## src/rtl/fmul_pkg.sv

```systemverilog
package fmul_pkg;
   // Class of a pipeline entry: ordinary number or forced zero.
   typedef enum logic {
      KIND_NUM  = 1'b0,
      KIND_ZERO = 1'b1
   } kind_e;
endpackage

```

## src/rtl/fmul_unpack.sv

```systemverilog
module fmul_unpack
   import fmul_pkg::*;
#(
   parameter int EXP_W = 8,
   parameter int MAN_W = 23,
   localparam int W    = 1 + EXP_W + MAN_W,
   localparam int XW   = EXP_W + 2,
   localparam int SW   = MAN_W + 1
) (
   input  logic                 clk,
   input  logic                 rst_n,
   input  logic                 in_valid,
   input  logic [W-1:0]         op_a,
   input  logic [W-1:0]         op_b,
   output logic                 q_valid,
   output logic                 q_sign,
   output kind_e                q_kind,
   output logic signed [XW-1:0] q_exp,
   output logic [SW-1:0]        q_ma,
   output logic [SW-1:0]        q_mb
);
   localparam int BIAS = 2 ** (EXP_W - 1) - 1;

   logic [EXP_W-1:0] ea, eb;
   logic             zero_in;
   logic signed [XW-1:0] exp_sum;

   always_comb begin
      ea      = op_a[W-2 -: EXP_W];
      eb      = op_b[W-2 -: EXP_W];
      zero_in = (ea == '0) || (eb == '0);
      exp_sum = $signed(XW'(ea)) + $signed(XW'(eb)) - $signed(XW'(BIAS));
   end

   always_ff @(posedge clk or negedge rst_n) begin
      if (!rst_n) q_valid <= 1'b0;
      else        q_valid <= in_valid;
   end

   always_ff @(posedge clk) begin
      q_sign <= op_a[W-1] ^ op_b[W-1];
      q_kind <= zero_in ? KIND_ZERO : KIND_NUM;
      q_exp  <= exp_sum;
      q_ma   <= {1'b1, op_a[MAN_W-1:0]};
      q_mb   <= {1'b1, op_b[MAN_W-1:0]};
   end
endmodule

```

## src/rtl/fmul_sigmul.sv

```systemverilog
module fmul_sigmul
   import fmul_pkg::*;
#(
   parameter int EXP_W = 8,
   parameter int MAN_W = 23,
   localparam int XW   = EXP_W + 2,
   localparam int SW   = MAN_W + 1,
   localparam int PW   = 2 * SW
) (
   input  logic                 clk,
   input  logic                 rst_n,
   input  logic                 d_valid,
   input  logic                 d_sign,
   input  kind_e                d_kind,
   input  logic signed [XW-1:0] d_exp,
   input  logic [SW-1:0]        d_ma,
   input  logic [SW-1:0]        d_mb,
   output logic                 q_valid,
   output logic                 q_sign,
   output kind_e                q_kind,
   output logic signed [XW-1:0] q_exp,
   output logic [PW-1:0]        q_prod
);
   always_ff @(posedge clk or negedge rst_n) begin
      if (!rst_n) q_valid <= 1'b0;
      else        q_valid <= d_valid;
   end

   always_ff @(posedge clk) begin
      q_sign <= d_sign;
      q_kind <= d_kind;
      q_exp  <= d_exp;
      q_prod <= PW'(d_ma) * PW'(d_mb);
   end
endmodule

```

## src/rtl/fmul_norm.sv

```systemverilog
module fmul_norm
   import fmul_pkg::*;
#(
   parameter int EXP_W = 8,
   parameter int MAN_W = 23,
   localparam int XW   = EXP_W + 2,
   localparam int SW   = MAN_W + 1,
   localparam int PW   = 2 * SW
) (
   input  logic                 clk,
   input  logic                 rst_n,
   input  logic                 d_valid,
   input  logic                 d_sign,
   input  kind_e                d_kind,
   input  logic signed [XW-1:0] d_exp,
   input  logic [PW-1:0]        d_prod,
   output logic                 q_valid,
   output logic                 q_sign,
   output kind_e                q_kind,
   output logic signed [XW-1:0] q_exp,
   output logic [SW-1:0]        q_mant,
   output logic                 q_guard,
   output logic                 q_sticky
);
   logic          big;
   logic [PW-1:0] aligned;

   always_comb begin
      big     = d_prod[PW-1];
      aligned = big ? d_prod : (d_prod << 1);
   end

   always_ff @(posedge clk or negedge rst_n) begin
      if (!rst_n) q_valid <= 1'b0;
      else        q_valid <= d_valid;
   end

   always_ff @(posedge clk) begin
      q_sign   <= d_sign;
      q_kind   <= d_kind;
      q_exp    <= d_exp + XW'(big);
      q_mant   <= aligned[PW-1 -: SW];
      q_guard  <= aligned[PW-SW-1];
      q_sticky <= |aligned[PW-SW-2:0];
   end

   // a normalized significand always has its leading one in place
   a_r2_leading_one: assert property (@(posedge clk) disable iff (!rst_n)
      (q_valid && q_kind == KIND_NUM) |-> q_mant[SW-1]);
endmodule

```

## src/rtl/fmul_round.sv

```systemverilog
module fmul_round
   import fmul_pkg::*;
#(
   parameter int EXP_W = 8,
   parameter int MAN_W = 23,
   localparam int W    = 1 + EXP_W + MAN_W,
   localparam int XW   = EXP_W + 2,
   localparam int SW   = MAN_W + 1
) (
   input  logic                 clk,
   input  logic                 rst_n,
   input  logic                 d_valid,
   input  logic                 d_sign,
   input  kind_e                d_kind,
   input  logic signed [XW-1:0] d_exp,
   input  logic [SW-1:0]        d_mant,
   input  logic                 d_guard,
   input  logic                 d_sticky,
   output logic                 out_valid,
   output logic [W-1:0]         out_prod,
   output logic                 out_ovf,
   output logic                 out_udf
);
   localparam logic signed [XW-1:0] EXP_TOP = XW'(2 ** EXP_W - 1);

   logic                 bump;
   logic [SW:0]          rsum;
   logic                 carry;
   logic [MAN_W-1:0]     frac;
   logic signed [XW-1:0] fexp;
   logic                 ovf, udf;
   logic [W-1:0]         packed_res;

   always_comb begin
      bump  = d_guard & (d_sticky | d_mant[0]);
      rsum  = {1'b0, d_mant} + (SW+1)'(bump);
      carry = rsum[SW];
      frac  = carry ? '0 : rsum[MAN_W-1:0];
      fexp  = d_exp + XW'(carry);
      ovf   = (d_kind == KIND_NUM) && (fexp >= EXP_TOP);
      udf   = (d_kind == KIND_NUM) && (fexp[XW-1] || fexp == '0);
      if (d_kind == KIND_ZERO || udf)
         packed_res = {d_sign, {(W-1){1'b0}}};
      else if (ovf)
         packed_res = {d_sign, {EXP_W{1'b1}}, {MAN_W{1'b0}}};
      else
         packed_res = {d_sign, fexp[EXP_W-1:0], frac};
   end

   always_ff @(posedge clk or negedge rst_n) begin
      if (!rst_n) begin
         out_valid <= 1'b0;
         out_ovf   <= 1'b0;
         out_udf   <= 1'b0;
      end else begin
         out_valid <= d_valid;
         out_ovf   <= d_valid & ovf;
         out_udf   <= d_valid & udf;
      end
   end

   always_ff @(posedge clk) out_prod <= packed_res;

   // overflow delivers infinity
   a_r6_ovf_is_inf: assert property (@(posedge clk) disable iff (!rst_n)
      out_ovf |-> (out_prod[W-2 -: EXP_W] == '1 && out_prod[MAN_W-1:0] == '0));
   // underflow delivers zero magnitude
   a_r7_udf_is_zero: assert property (@(posedge clk) disable iff (!rst_n)
      out_udf |-> (out_prod[W-2:0] == '0));
   // one range fault at a time
   a_r7_flags_exclusive: assert property (@(posedge clk) disable iff (!rst_n)
      !(out_ovf && out_udf));
   // flags only accompany a result
   a_r8_flags_need_valid: assert property (@(posedge clk) disable iff (!rst_n)
      (out_ovf || out_udf) |-> out_valid);
endmodule

```

## src/rtl/fmul_pipe.sv

```systemverilog
module fmul_pipe
   import fmul_pkg::*;
#(
   parameter int EXP_W = 8,
   parameter int MAN_W = 23,
   localparam int W    = 1 + EXP_W + MAN_W
) (
   input  logic         clk,
   input  logic         rst_n,
   input  logic         in_valid,
   input  logic [W-1:0] op_a,
   input  logic [W-1:0] op_b,
   output logic         out_valid,
   output logic [W-1:0] out_prod,
   output logic         out_ovf,
   output logic         out_udf
);
   localparam int XW = EXP_W + 2;
   localparam int SW = MAN_W + 1;
   localparam int PW = 2 * SW;

   generate
      if (EXP_W < 3 || MAN_W < 2) begin : g_bad_cfg
         $error("fmul_pipe: EXP_W must be >= 3 and MAN_W >= 2");
      end
   endgenerate

   logic                 v1, s1, v2, s2, v3, s3, g3, k3_st;
   kind_e                k1, k2, k3;
   logic signed [XW-1:0] e1, e2, e3;
   logic [SW-1:0]        ma1, mb1, m3;
   logic [PW-1:0]        p2;

   fmul_unpack #(.EXP_W(EXP_W), .MAN_W(MAN_W)) u_unpack (
      .clk(clk), .rst_n(rst_n), .in_valid(in_valid), .op_a(op_a), .op_b(op_b),
      .q_valid(v1), .q_sign(s1), .q_kind(k1), .q_exp(e1), .q_ma(ma1), .q_mb(mb1));

   fmul_sigmul #(.EXP_W(EXP_W), .MAN_W(MAN_W)) u_sigmul (
      .clk(clk), .rst_n(rst_n), .d_valid(v1), .d_sign(s1), .d_kind(k1),
      .d_exp(e1), .d_ma(ma1), .d_mb(mb1),
      .q_valid(v2), .q_sign(s2), .q_kind(k2), .q_exp(e2), .q_prod(p2));

   fmul_norm #(.EXP_W(EXP_W), .MAN_W(MAN_W)) u_norm (
      .clk(clk), .rst_n(rst_n), .d_valid(v2), .d_sign(s2), .d_kind(k2),
      .d_exp(e2), .d_prod(p2),
      .q_valid(v3), .q_sign(s3), .q_kind(k3), .q_exp(e3), .q_mant(m3),
      .q_guard(g3), .q_sticky(k3_st));

   fmul_round #(.EXP_W(EXP_W), .MAN_W(MAN_W)) u_round (
      .clk(clk), .rst_n(rst_n), .d_valid(v3), .d_sign(s3), .d_kind(k3),
      .d_exp(e3), .d_mant(m3), .d_guard(g3), .d_sticky(k3_st),
      .out_valid(out_valid), .out_prod(out_prod), .out_ovf(out_ovf), .out_udf(out_udf));

   // an accepted operation emerges four clocks later
   a_r8_latency: assert property (@(posedge clk) disable iff (!rst_n)
      ($past(in_valid, 4) && $past(rst_n, 4) && $past(rst_n, 3) &&
       $past(rst_n, 2) && $past(rst_n, 1)) |-> out_valid);
   // sign is the XOR of the operand signs
   a_r4_sign_xor: assert property (@(posedge clk) disable iff (!rst_n)
      out_valid |-> (out_prod[W-1] == $past(op_a[W-1] ^ op_b[W-1], 4)));
   // zero exponent field on an operand forces an unflagged zero
   a_r5_zero_operand: assert property (@(posedge clk) disable iff (!rst_n)
      (out_valid && $past(op_a[W-2 -: EXP_W] == '0 || op_b[W-2 -: EXP_W] == '0, 4))
      |-> (out_prod[W-2:0] == '0 && !out_ovf && !out_udf));
endmodule

```

## config.mk

```make
export PLATFORM = sky130hd
export DESIGN_NAME = fmul_pipe
export DESIGN_NICKNAME = d
export VERILOG_FILES = /design/src/rtl/fmul_pkg.sv /design/src/rtl/fmul_unpack.sv /design/src/rtl/fmul_sigmul.sv /design/src/rtl/fmul_norm.sv /design/src/rtl/fmul_round.sv /design/src/rtl/fmul_pipe.sv
export SDC_FILE = /design/constraint.sdc
export NUM_CORES = 2
export LEC_CHECK = 0
export ABC_AREA = 0
export BUFFER_PORTS_ARGS = -buffer_cell sky130_fd_sc_hd__clkbuf_2
export CAP_MARGIN = 20
export CORE_MARGIN = 2
export CORE_UTILIZATION = 57
export DETAILED_ROUTE_END_ITERATION = 16
export PLACE_DENSITY = 0.82
export SLEW_MARGIN = 20
export SYNTH_ARGS = -nofsm -noshare
export SYNTH_HDL_FRONTEND = slang
export SYNTH_SLANG_ARGS = --single-unit
```

## constraint.sdc

```tcl
create_clock -name clk -period 7.8 [get_ports clk]
set_input_delay 0.78 -clock clk [delete_from_list [all_inputs] [get_ports clk]]
set_output_delay 0.78 -clock clk [all_outputs]
set_load 0.01 [all_outputs]
```

# After elaboration in Yosys (flattened, before gate mapping)
# Cells that the tools add are included.
dict set report op_classes {
  n_bitwise 6
  reduce_logical 10
  order_cmp 1
  multipliers 1
  mux 4
  add_sub_neg 5
}
# operator count
set ops {}
lappend ops {{$mul A24 B24 Y48} 1}
lappend ops {{$mux W47} 1}
lappend ops {{$mux W31} 1}
lappend ops {{$add A24 B1 Y25} 1}
lappend ops {{$mux W23} 1}
lappend ops {{$reduce_or A23 Y1} 1}
lappend ops {{$add A10 B1 Y10} 2}
lappend ops {{$logic_not A8 Y1} 2}
lappend ops {{$ge A10 B9 Y1 const B} 1}
lappend ops {{$logic_not A10 Y1} 1}
lappend ops {{$sub A10 B8 Y10 const B} 1}
lappend ops {{$add A8 B8 Y9} 1}
lappend ops {{$and A1 B1 Y1} 3}
lappend ops {{$logic_or A1 B1 Y1} 3}
lappend ops {{$reduce_or A3 Y1} 1}
lappend ops {{$logic_and A1 B1 Y1} 2}
lappend ops {{$mux W1} 1}
lappend ops {{$not A1 Y1} 1}
lappend ops {{$or A1 B1 Y1} 1}
lappend ops {{$xor A1 B1 Y1} 1}
dict set report word_totals {
  output_inout_bits 35
  input_bits 67
  wordCells 52
  regBits 194
}

# Depth between registers and ports, before layout
dict set report depth {
  word_depth 9
  mapped_depth 26
}

# By module
# Synthesis repeated with hierarchy kept, for this count alone.
dict set report unflattened {
  hier_cells 2654
  hier_area_um2 25076.6
}
# mod n_inst seq_area_each_um2 area_per_inst_um2 cells_each
set modules_own_cells {}
lappend modules_own_cells {fmul_sigmul 1 1226.2 20297.0 2246}
lappend modules_own_cells {fmul_round 1 715.7 1786.7 188}
lappend modules_own_cells {fmul_unpack 1 1186.1 1685.4 121}
lappend modules_own_cells {fmul_norm 1 785.8 1307.5 99}

# Worst setup path before layout
# Ideal clock, no wire load.
dict set report synth_timing {
  path_type {register to register}
  from {reg u_unpack.q_ma[19]}
  to {reg u_sigmul.q_prod[47]}
  n_path_buf 2
  synth_period_minus_slack_ns 6.468
  arrival_time_ns 6.389
  setup_slack_ns 1.332
  setup_ns 0.079
  path_stages_with_launch 25
  cell_sequence {dfxtp_1 > clkbuf_1 > nand2_1 > fa_1 > inv_1 > fa_1 > inv_1 > fa_1 > fa_1 > inv_1 > fa_1 > fa_1 > inv_1 > fa_1 > inv_1 > ha_1 > buf_2 > a211o_1 > a31oi_2 > nor4b_2 > a211o_1 > o211ai_2 > a22oi_1 > mux2_1 > o211ai_1}
}
dict set report synth_via {
  elab_chain_cells 1
}
# item line_no
set synth_lines {}
lappend synth_lines {{from (decl)} fmul_unpack.sv:19} ;# output logic [SW-1:0] q_ma,
lappend synth_lines {{from (signal assigned)} fmul_unpack.sv:44} ;# q_ma <= {1'b1, op_a[MAN_W-1:0]};
lappend synth_lines {{$mul A24 B24 Y48} fmul_sigmul.sv:33} ;# q_prod <= PW'(d_ma) * PW'(d_mb);
lappend synth_lines {{to (signal assigned)} fmul_sigmul.sv:33}
lappend synth_lines {{to (decl)} fmul_sigmul.sv:22} ;# output logic [PW-1:0] q_prod
# Every way passes these cells.
# A chain may end at the register's enable or synchronous reset.

# Worst setup path after layout
dict set report layout_timing {
  from {reg u_unpack.q_ma[13]}
  to {reg u_sigmul.q_prod[47]}
}
# Same word-level chain as after synthesis.

==> flow_summary.toml <==
[status]
status = "completed"

[layout]
area_growth_syn_to_layout_pct = 7.74
nets = 3418
layout-drive-gt1-share = 0.0861

[clock_network]
htree_num_levels = 4
post-cts-setup-buffer-count = 0
tritoncts = "built"
cts_resized = 0
postCtsHoldBufs = 0
numCtsBuffers = 17
cts_buffer_depth = 2
clkTransAtPathRegs_ps = 90
clock_sinks = 194
cts_root_buffer = "clkbuf_16"
clock_latency_ps = 500

[drt]
wl_um = 62000
wl_per_cell_um = 19.2
via_count = 17891
dr.pass1.iters = 5
drt_iter0_drc = 1148
drc = 0
vias_per_cell = 5.53
antenna_left = 0

[placement]
io_buffers = 101
pre_cts_slack_ps = 624
gp_congestion = 0.953
hpwl_um = 50900

[synth]
synth_seq_cells = 194
synth_compound_area_frac = 0.0457
ys_seq_area_frac = 0.160
synthAdderAreaFrac = 0.491
synth-xor-area-share = 0.0336
synth_common_cells = "590 x inv_1, 483 x fa_1, 294 x nand2_1"
synth_ff_type = "dfxtp_1"
ys_types = 61
synth_top_area_frac = 0.395
synth_area_leader_cell = "fa_1"
synth_fp_nets = 3340
synth_mux_area_frac = 0.0119
synth_top_family_by_area = "adder cells"
yosysWarnings = 0
mappedNetlistArea_mm2 = 0.0245
synthSimpleGateAreaFrac = 0.151
syn_area_per_cell_um2 = 9.41
async_flop_share = 0.0309
synth.most_common_cell = "inv_1"
synth_area_leaders = "fa_1 39%, dfxtp_1 15%, ha_1 9.6%"
syn_inst = 2602
synth_edf_count = 0

[floorplanning]
initial_utilization = 0.581
fp.dieH_um = 211
die-area_mm2 = 0.0446
rows = 75
core_area_mm2 = 0.0421
dieWidth_um = 211
ioPinCount = 102

[setup_path]
reg2reg_to = "u_sigmul.q_prod[47]"
startpoint_type = "flip-flop"
r2r_setup_slack_ps = 480
reg2reg_depth = 21
path_class = "reg -> reg"
endpoint_kind = "flip-flop"
crit_path_max_fanout = 15
r2r-start = "u_unpack.q_ma[13]"
crit_required_ps = 8220
arrival_ps = 7740

[timing]
tightestPinTransition_ps = 1140
finClkSkew_ps = 25.1
finalSetupViolCount = 0
max_slew_margin = 0.238
finalCritPeriodShare = 0.939
max_freq_ghz = 0.137
rsz0062_at_grt = "no"
setup_tns_ps = 0
fin_ws_ps = 477
hold_violations = 0
min_period_ps = 7320
slew_viol_final = 0

[run]
maxCapViolations = 0

[worst_hold_path]
min_path_type = "in -> async"

[global_route]
antenna_found_initial = 2
overflow = 0
grt_pass1_wl_um = 99900
grt_start_max_net_pins = 28
grt_pass1_vias = 19758
grt_usage = 0.296
-- metal layers --
metal | vias up | part of all wire | GRT usage
li1 | 7893 | - | -
met1 | 9014 | 0.38 | 0.357
met2 | 761 | 0.49 | 0.497
met3 | 223 | 0.074 | 0.0581
met4 | 0 | 0.056 | 0.168
met5 | - | 0 | 0.00334
-- critical path: stages, from the launching register on --
cell and delay (ps):
dfxtp_1 730, buf_4 370, nand2_1 120, fa_1 560
fa_1 540, inv_1 50, fa_1 500, fa_1 600
fa_1 450, fa_1 500, inv_1 60, fa_1 480
inv_1 50, ha_1 360, a211o_1 340, a31oi_2 260
nor4b_2 310, a211o_1 160, o211ai_2 170, a22oi_1 230
mux2_1 340, o211ai_1 90
-- sequential cells by signal (all words and copies together) (netlist names) --
| register | cells |
|---|---|
| u_sigmul.q_exp | 10 |
| u_unpack.q_ma | 23 |
| u_sigmul.q_valid | 1 |
| u_norm.q_kind | 1 |
| u_sigmul.q_prod | 48 |
| u_unpack.q_kind | 1 |
| u_unpack.q_mb | 23 |
| u_norm.q_sticky | 1 |
| u_sigmul.q_sign | 1 |
| u_norm.q_exp | 10 |
| u_norm.q_valid | 1 |
| u_round.out_prod | 32 |
| u_unpack.q_exp | 10 |
| u_sigmul.q_kind | 1 |
| u_round.out_udf | 1 |
| u_unpack.q_sign | 1 |
| u_norm.q_guard | 1 |
| u_norm.q_sign | 1 |
| u_norm.q_mant | 24 |
| u_round.out_ovf | 1 |
| u_unpack.q_valid | 1 |
| u_round.out_valid | 1 |
-- worst max-delay path by stage --
stage / startpoint / to / depth (start not counted)
6_report: u_unpack.q_ma[13] / u_sigmul.q_prod[47] / 21
5_1_grt: u_unpack.q_ma[9] / u_sigmul.q_prod[46] / 24
4_1_cts: u_unpack.q_ma[13] / u_sigmul.q_prod[47] / 21
3_5_place_dp: u_unpack.q_ma[9] / u_sigmul.q_prod[46] / 24
3_3_place_gp: u_unpack.q_ma[9] / u_sigmul.q_prod[46] / 24
2_1_floorplan: u_unpack.q_ma[19] / u_sigmul.q_prod[47] / 24
-- cell usage in the layout (no fill, tap or decap), types with 9 or more instances in the layout --
cell type	Yosys	routed
buf_4	0	62
nand2_1	294	294
fa_1	483	483
xnor2_1	56	56
ha_1	188	188
and3_1	9	9
nor3_1	9	9
nand4_1	14	14
nand3_1	31	31
a211oi_1	9	9
nor2_1	88	88
o21ai_0	23	23
o21bai_1	10	10
nor4_1	13	13
a21o_1	20	20
and2_1	261	261
a31oi_1	11	11
inv_1	590	590
a21oi_1	56	56
xor2_1	38	38
clkbuf_16	0	17
dfxtp_1	188	188
mux2_2	24	24
clkbuf_2	0	101
-- layout make-up --
cell class	count	area, µm²
clock inverter	15	218
timing repair buffer	163	971
clock buffer	17	425
fill	3377	15800
inverter	593	2230
sequential	194	3910
multi-input combinational	1711	18000
tap	539	674
antenna	1	2.50
-- per-stage QoR --
stage,hold slack [ps],cell area [µm²],utilization,instances
after floorplan,310,24500,-,2602
after global placement,312,25700,0.611,3200
after detailed placement,312,25700,0.611,3200
after CTS,75.7,26400,0.626,3232
after global routing,86.2,26400,0.626,3233
final,103,26400,0.626,3233
-- cell families after synthesis --
kind of cell / after synthesis
buffers and inverters: 697
muxes: 26
DFF: 194
AOI/OAI and AO/OA: 173
adders and majority gates: 671
xor gates and xnor gates: 94
and+or+nand+nor: 747
Power is left out: the tool's default activity adds up to more than one toggle a clock period on the data nets, which glitch-free logic cannot reach.
